`src/rtl/rng_pkg.sv`:
```
package rng_pkg;
  localparam int RNG_W = 30;

  typedef enum logic [1:0] {
    TAPS_PRIMARY = 2'd0,
    TAPS_ALT1    = 2'd1,
    TAPS_ALT2    = 2'd2,
    TAPS_SPARE   = 2'd3
  } tap_code_e;
endpackage

```
`src/rtl/rng_tap_select.sv`:
```
module rng_tap_select #(
  parameter int              W      = rng_pkg::RNG_W,
  parameter logic [W-1:0]    MASK_A = 30'h20000029,
  parameter logic [W-1:0]    MASK_B = 30'h2000005E,
  parameter logic [W-1:0]    MASK_C = 30'h20000089
) (
  input  logic [1:0]   sel,
  output logic [W-1:0] mask
);
  import rng_pkg::*;

  always_comb begin
    unique case (tap_code_e'(sel))
      TAPS_ALT1: mask = MASK_B;
      TAPS_ALT2: mask = MASK_C;
      default:   mask = MASK_A;
    endcase
  end
endmodule

```
`src/rtl/rng_lfsr_core.sv`:
```
module rng_lfsr_core #(
  parameter int           W         = rng_pkg::RNG_W,
  parameter logic [W-1:0] RECOVER   = {{(W-1){1'b0}}, 1'b1},
  parameter logic [W-1:0] RESET_VAL = {W{1'b1}}
) (
  input  logic         clk,
  input  logic         rst,
  input  logic         step_en,
  input  logic         load,
  input  logic [W-1:0] seed,
  input  logic [W-1:0] mask,
  output logic [W-1:0] state_q,
  output logic [W-1:0] state_d,
  output logic         advance
);
  logic         fb;
  logic [W-1:0] cand;
  logic         lockup;
  logic         started;

  always_comb begin
    fb = ^(state_q & mask);
    if (load)         cand = seed;
    else if (step_en) cand = {state_q[W-2:0], fb};
    else              cand = state_q;
    lockup  = (cand == '0);
    state_d = lockup ? RECOVER : cand;
    advance = load | step_en;
  end

  always_ff @(posedge clk) begin
    if (rst) begin
      state_q <= RESET_VAL;
      started <= 1'b1;
    end else begin
      state_q <= state_d;
    end
  end


  nonzero_state_chk: assert property (@(posedge clk) disable iff (rst)
    started |-> (state_q != '0));


  hold_state_chk: assert property (@(posedge clk) disable iff (rst)
    (started && !step_en && !load) |=> $stable(state_q));


  shift_dir_chk: assert property (@(posedge clk) disable iff (rst)
    (started && step_en && !load && state_q != '0) |=>
      (state_q[W-1:1] == $past(state_q[W-2:0])));


  seed_load_chk: assert property (@(posedge clk) disable iff (rst)
    (started && load && seed != '0) |=> (state_q == $past(seed)));
endmodule

```
`src/rtl/rng_pair_swap.sv`:
```
module rng_pair_swap #(
  parameter int W = rng_pkg::RNG_W
) (
  input  logic         swap_en,
  input  logic [W-1:0] din,
  output logic [W-1:0] dout
);
  localparam int PAIRS = W / 2;

  logic [W-1:0] swapped;

  for (genvar k = 0; k < PAIRS; k++) begin : g_pair
    assign swapped[2*k]   = din[2*k+1];
    assign swapped[2*k+1] = din[2*k];
  end

  if ((W % 2) != 0) begin : g_odd
    assign swapped[W-1] = din[W-1];
  end

  assign dout = swap_en ? swapped : din;
endmodule

```
`src/rtl/rng_word_gen.sv`:
```
module rng_word_gen #(
  parameter int              W      = rng_pkg::RNG_W,
  parameter logic [W-1:0]    MASK_A = 30'h20000029,
  parameter logic [W-1:0]    MASK_B = 30'h2000005E,
  parameter logic [W-1:0]    MASK_C = 30'h20000089
) (
  input  logic         clk,
  input  logic         rst,
  input  logic         en,
  input  logic [W-1:0] seed_i,
  input  logic         seed_load,
  input  logic [1:0]   tap_sel,
  input  logic         map_en,
  output logic [W-1:0] word_o,
  output logic         valid_o
);
  logic [W-1:0] mask;
  logic [W-1:0] state_q;
  logic [W-1:0] state_d;
  logic         advance;
  logic [W-1:0] mapped;
  logic         started;

  rng_tap_select #(.W(W), .MASK_A(MASK_A), .MASK_B(MASK_B), .MASK_C(MASK_C)) u_taps (
    .sel  (tap_sel),
    .mask (mask)
  );

  rng_lfsr_core #(.W(W)) u_core (
    .clk     (clk),
    .rst     (rst),
    .step_en (en),
    .load    (seed_load),
    .seed    (seed_i),
    .mask    (mask),
    .state_q (state_q),
    .state_d (state_d),
    .advance (advance)
  );

  rng_pair_swap #(.W(W)) u_map (
    .swap_en (map_en),
    .din     (state_d),
    .dout    (mapped)
  );

  always_ff @(posedge clk) begin
    if (rst) begin
      word_o  <= {W{1'b1}};
      valid_o <= 1'b0;
      started <= 1'b1;
    end else begin
      valid_o <= advance;
      if (advance) word_o <= mapped;
    end
  end


  valid_rise_chk: assert property (@(posedge clk) disable iff (rst)
    (started && (en || seed_load)) |=> valid_o);


  idle_word_chk: assert property (@(posedge clk) disable iff (rst)
    (started && !en && !seed_load) |=> (!valid_o && $stable(word_o)));


  raw_word_chk: assert property (@(posedge clk) disable iff (rst)
    (started && (en || seed_load) && !map_en) |=> (word_o == state_q));
endmodule

```
`config.mk`:
```
export PLATFORM = sky130hd
export DESIGN_NAME = rng_word_gen
export DESIGN_NICKNAME = d
export VERILOG_FILES = /design/src/rtl/rng_pkg.sv /design/src/rtl/rng_tap_select.sv /design/src/rtl/rng_lfsr_core.sv /design/src/rtl/rng_pair_swap.sv /design/src/rtl/rng_word_gen.sv
export SDC_FILE = /design/constraint.sdc
export NUM_CORES = 1
export LEC_CHECK = 0
export BUFFER_PORTS_ARGS = -buffer_cell sky130_fd_sc_hd__buf_2
export CORE_MARGIN = 1.5
export CORE_UTILIZATION = 54
export DETAILED_ROUTE_END_ITERATION = 6
export GPL_ROUTABILITY_DRIVEN = 0
export GPL_TIMING_DRIVEN = 0
export PLACE_DENSITY = 0.87
export SYNTH_ARGS = -nofsm -noshare
export SYNTH_HDL_FRONTEND = slang
export SYNTH_SLANG_ARGS = --single-unit
```
`constraint.sdc`:
```
create_clock -name clk -period 1.95 [get_ports clk]
set_clock_uncertainty 0.1 [all_clocks]
set_input_delay 0.195 -clock clk [delete_from_list [all_inputs] [get_ports clk]]
set_output_delay 0.195 -clock clk [all_outputs]
set_load 0.02 [all_outputs]
```
* After elaboration in Yosys (flattened, before gate mapping)
Cells that the tools add are included.
** Cells by class
- Eq/ne operators :: 2
- Multiplexer cells :: 5
- Bitwise logic cells :: 2
- Reductions and logical operators :: 2
** Operators with widths (count)
- two-way mux 30 bit :: 4
- bitwise AND 30 bit :: 1
- logical NOT 30 bit :: 1
- XOR reduction 30 bit :: 1
- one-hot mux 8 bit (2 select lines) :: 1
- == test 2 x 1 -> 1 bit, second input constant :: 1
- == test 2 bit, second input constant :: 1
- OR 1 bit :: 1
** Word-level totals
- Register bits after elaboration :: 61
- Input port bits :: 37
- Logic and storage cells :: 14

* Longest topological paths before layout
- Depth after elaboration :: 9
- Gate-level depth with buffers :: 9

* Hierarchy
From an unflattened synthesis, not the netlist that was laid out.
** Unflattened totals
- Cell total of the unflattened synthesis :: 430
- Area total of the unflattened synthesis :: 3868.7 um^2
** Modules (own cells, without submodules)
- rng_lfsr_core :: instances 1, cells an instance 262, area an instance 1980.6 um^2
- rng_word_gen :: instances 1, cells an instance 101, area an instance 1152.4 um^2
- rng_pair_swap :: instances 1, cells an instance 33, area an instance 484.2 um^2
- rng_tap_select :: instances 1, cells an instance 34, area an instance 251.5 um^2

* Least setup slack after synthesis
Ideal clock, no wire load.
- Path type :: in2reg
- Start :: in seed_load
- End :: reg word_o[1]
- Setup time :: 0.074 ns
- Data arrival time :: 1.639 ns
- Data required time :: 1.776 ns
- Slack :: 0.137 ns
- Cell stages on the path :: 7
- Cell sequence :: clkbuf_1 buf_2 mux2i_1 nand4_1 nor4_1 a21oi_1 a31oi_1
** Between the ends
- Cells in the longest elaborated chain, start to end :: 4
- Elaborated cells on any way between the ends :: 5
- Classes of those cells :: mux (3); bitwise (1); reduce/logical (1)
** Ends and longest elaborated chain
- from (decl) :: line rng_word_gen.sv:11 : input logic seed_load,
- two-way mux 30 bit :: line rng_lfsr_core.sv:23 : if (load) cand = seed;
- logical NOT 30 bit :: line rng_lfsr_core.sv:26 : lockup = (cand == '0);
- two-way mux 30 bit :: line rng_lfsr_core.sv:27 : state_d = lockup ? RECOVER : cand;
- two-way mux 30 bit :: line rng_pair_swap.sv:21 : assign dout = swap_en ? swapped : din;
- to (signal assigned) :: line rng_word_gen.sv:49 : word_o <= {W{1'b1}};
- to (signal assigned) :: line rng_word_gen.sv:54 : if (advance) word_o <= mapped;
- to (decl) :: line rng_word_gen.sv:14 : output logic [W-1:0] word_o,
Several ways; a longest one is shown, not always the timed one.
A chain may end at the register's enable or synchronous reset.

* Final worst setup path
- Start :: reg u_core.state_q[22]
- End :: reg word_o[1]
** Between the ends
- Cells in the longest elaborated chain, start to end :: 7
** Ends and longest elaborated chain
- from (decl) :: line rng_lfsr_core.sv:12 : output logic [W-1:0] state_q,
- from (signal assigned) :: line rng_lfsr_core.sv:36 : state_q <= state_d;
- bitwise AND 30 bit :: line rng_lfsr_core.sv:22 : fb = ^(state_q & mask);
- XOR reduction 30 bit :: line rng_lfsr_core.sv:22
- two-way mux 30 bit * :: line rng_lfsr_core.sv:24 : else if (step_en) cand = {state_q[W-2:0], fb};
- two-way mux 30 bit * :: line rng_lfsr_core.sv:23
- logical NOT 30 bit :: line rng_lfsr_core.sv:26
- two-way mux 30 bit * :: line rng_lfsr_core.sv:27
- two-way mux 30 bit * :: line rng_pair_swap.sv:21
Every way passes the cells marked *; elsewhere a longest branch is shown, timed or not.

==> flow_summary.json <==
{
  "num_antenna_cells": 0,
  "synth_compound_area_share_pct": 10.7,
  "hold_depth": 3,
  "clockBufferDepth": 2,
  "place_hpwl_um": 5970,
  "setup_slack_ns": 0.0247,
  "grt_max_degree": 12,
  "drc": 0,
  "fmaxAchievable_mhz": 519,
  "muxShareOfSynthArea_pct": 24.0,
  "cts_hold_buf": 0,
  "synth_top_family_by_area": "multiplexers",
  "fp.dieH_um": 79.4,
  "setup_viol": 0,
  "leakagePower_nw": 1.60,
  "path_clk_slew_ns": 0.07,
  "postRouteAntennaNets": 0,
  "cp-end-kind": "flip-flop",
  "drt_iter0_markers": 164,
  "yosysUniqueCellTypes": 30,
  "initial_core_util_pct": 56.5,
  "postPlaceCellArea_um2": 3560,
  "insertion_delay_ns": 0.35,
  "final_cell_mix": "66 x buf_2, 61 x dfxtp_1, 54 x nand2b_1, 36 x nor2_1, 24 x mux2_2",
  "drt-total-wl_um": 8440,
  "vias_per_cell": 5.68,
  "synth_nets": 368,
  "cp_data_required_time_ns": 2.12,
  "ff2ff_path_depth": 6,
  "syn2layout_area_growth_pct": 26.4,
  "synth_fa_ha_area_share_pct": 0.795,
  "crit_fanout": 4,
  "ir_worst_vdd_uv": 883,
  "fin_hold_ws_ns": 0.0309,
  "synth_warnings": 0,
  "cts_buffers": 9,
  "cp.depth": 6,
  "max_stage_delay_ns": 0.34,
  "hold_viol": 0,
  "min_period_ns": 1.93,
  "worst_slew_pin_slew_ns": 0.669,
  "arrival_ns": 2.10,
  "rows": 27,
  "drv_cap": 0,
  "grt_pass1_wl_um": 12900,
  "portBuffers": 64,
  "htreeDepth": 3,
  "clock_sinks": 61,
  "synthXorXnorAreaFrac_pct": 1.83,
  "path_cells": "mux2_2 -> mux2i_2 -> nand4_1 -> nor4_2 -> a21oi_2 -> a31oi_1",
  "slowest_stage": "mux2i_2",
  "period_share_pct": 98.7,
  "first_global_vias": 2676,
  "hp-class": "primary input to flip-flop",
  "dp_cells": 465,
  "yosysSeqAreaShare_pct": 38.8,
  "boundaryPins": 68,
  "grt.total_usage_pct": 27.0,
  "status": "finished clean",
  "synth_seq_cells": 61,
  "drive_gt1_share_pct": 35.0,
  "synthSimpleGateAreaFrac_pct": 19.4,
  "slew_headroom_pct": 55.4,
  "dieArea_um2": 6300,
  "gr-total-overflow": 0,
  "cts_tree": "done",
  "critical_path_class": "flip-flop to flip-flop",
  "path_buf_inv": 0,
  "drt_pre_antenna_iters": 5,
  "crit_family": "multiplexers",
  "drv_slew": 0,
  "post_cts_buffers": 0,
  "syn_inst": 329,
  "coreArea_um2": 5570,
  "stdcell_count": 481,
  "pwr_density_cell_nw_per_um2": 869,
  "final_area_um2": 3980,
  "pre_cts_ws_ns": -0.412,
  "antenna_found_initial": 0,
  "wire_per_inst_um": 17.6,
  "layout_commonest_cell": "buf_2",
  "start_kind": "flip-flop",
  "synthesis.area_um2": 3150,
  "avgSynthCellArea_um2": 9.57,
  "nNetsFinal": 443,
  "clock_tree.root_cell": "clkbuf_8",
  "die_w_um": 79.4,
  "fillerInstances": 426,
  "vias": 2730
}
-- metal layers --
layer / track usage, % / vias to the layer above / share of wire (%)
met2: 43.6 / 116 / 48
met3: 6.32 / 14 / 7.0
met5: 0 / - / 0
met1: 33.9 / 1313 / 43
met4: 13.0 / 0 / 1.8
li1: - / 1287 / -
-- repair_timing --
item                       4_1_cts  5_1_grt
setup endpoints to repair        3        3
resized for setup                8       33
pin swaps                        0        2
-- stage by stage --
| stage | setup TNS, ns | power, W | util [%] |
|---|---|---|---|
| 6_report | 0 | 0.00346 | 71.4 |
| 5_1_grt | -0.107 | 0.00358 | 71.4 |
| 4_1_cts | 0 | 0.00340 | 68.8 |
| 3_5_place_dp | -1.63 | 0.00205 | 63.8 |
| 3_3_place_gp | -1.29 | 0.00202 | 63.8 |
| 2_1_floorplan | 0 | 0.00185 | - |
-- Yosys cell counts --
library cell	instances	share of area [%]
buf_2	5	0.79
o21ai_0	14	2.2
xnor2_1	4	1.1
nand4_1	6	1.2
a2111o_1	1	0.36
o21bai_1	14	3.3
dfxtp_1	61	39
a31oi_1	2	0.40
nor2_1	36	4.3
nor3b_1	1	0.24
nand3_1	1	0.16
a21oi_1	5	0.79
nand2b_1	54	11
inv_1	2	0.24
nand2_1	3	0.36
nor4_1	1	0.20
clkbuf_1	15	1.8
mux2i_1	43	14
buf_8	1	0.48
xnor3_1	1	0.72
mux2_2	24	8.6
buf_1	1	0.12
or2_2	1	0.20
nor3_1	1	0.16
mux2_1	5	1.8
nor4_2	1	0.40
o211ai_1	15	3.6
ha_1	2	0.79
buf_6	3	1.1
or2b_1	6	1.4
-- report_power, final --
| part | internal, W | switching [W] |
|---|---|---|
| Sequential | 0.00134 | 0.0000508 |
| Clock | 0.000843 | 0.000504 |
| Combinational | 0.000313 | 0.000407 |
| Total | 0.00250 | 0.000962 |
-- kinds of logic (layout without fill, tap and decap cells) --
kind of cell | Yosys count | count (layout)
buffers and inverters | 27 | 107
AOI/OAI and AO/OA | 51 | 51
DFF | 61 | 61
xor gates and xnor gates | 5 | 5
adders and majority gates | 2 | 2
and+or+nand+nor | 111 | 111
muxes | 72 | 72
-- final cells by class --
type | count | area, µm² | share of cell area [%]
multi-input combinational | 241 | 1950 | 49.1
clock inverter | 7 | 114 | 2.86
sequential | 61 | 1220 | 30.7
tap | 72 | 90.1 | 2.26
buffer | 25 | 146 | 3.68
timing repair buffer | 64 | 320 | 8.05
clock buffer | 9 | 124 | 3.11
inverter | 2 | 7.51 | 0.189
-- registers in the layout, summed over array words and instances, names as in the netlist --
signal,cells
word_o,30
u_core.state_q,30
valid_o,1
-- worst paths after layout --
check	startpoint	endpoint	slack [ns]
max	u_core.state_q[22]$_SDFF_PP1_	word_o[1]$_SDFFE_PP1P_	0.02
min	seed_i[19]	u_core.state_q[19]$_SDFF_PP1_	0.03
max reg2reg	u_core.state_q[22]$_SDFF_PP1_	word_o[1]$_SDFFE_PP1P_	0.02
min reg2reg	word_o[17]$_SDFFE_PP1P_	word_o[17]$_SDFFE_PP1P_	0.41
-- worst reg2reg max path, stage by stage, from the launching register on --
cell and delay, ns:
dfxtp_1 0.31, mux2_2 0.26, mux2i_2 0.34, nand4_1 0.18
nor4_2 0.33, a21oi_2 0.15, a31oi_1 0.18
No activity file was read; power rests on OpenSTA's default activity.
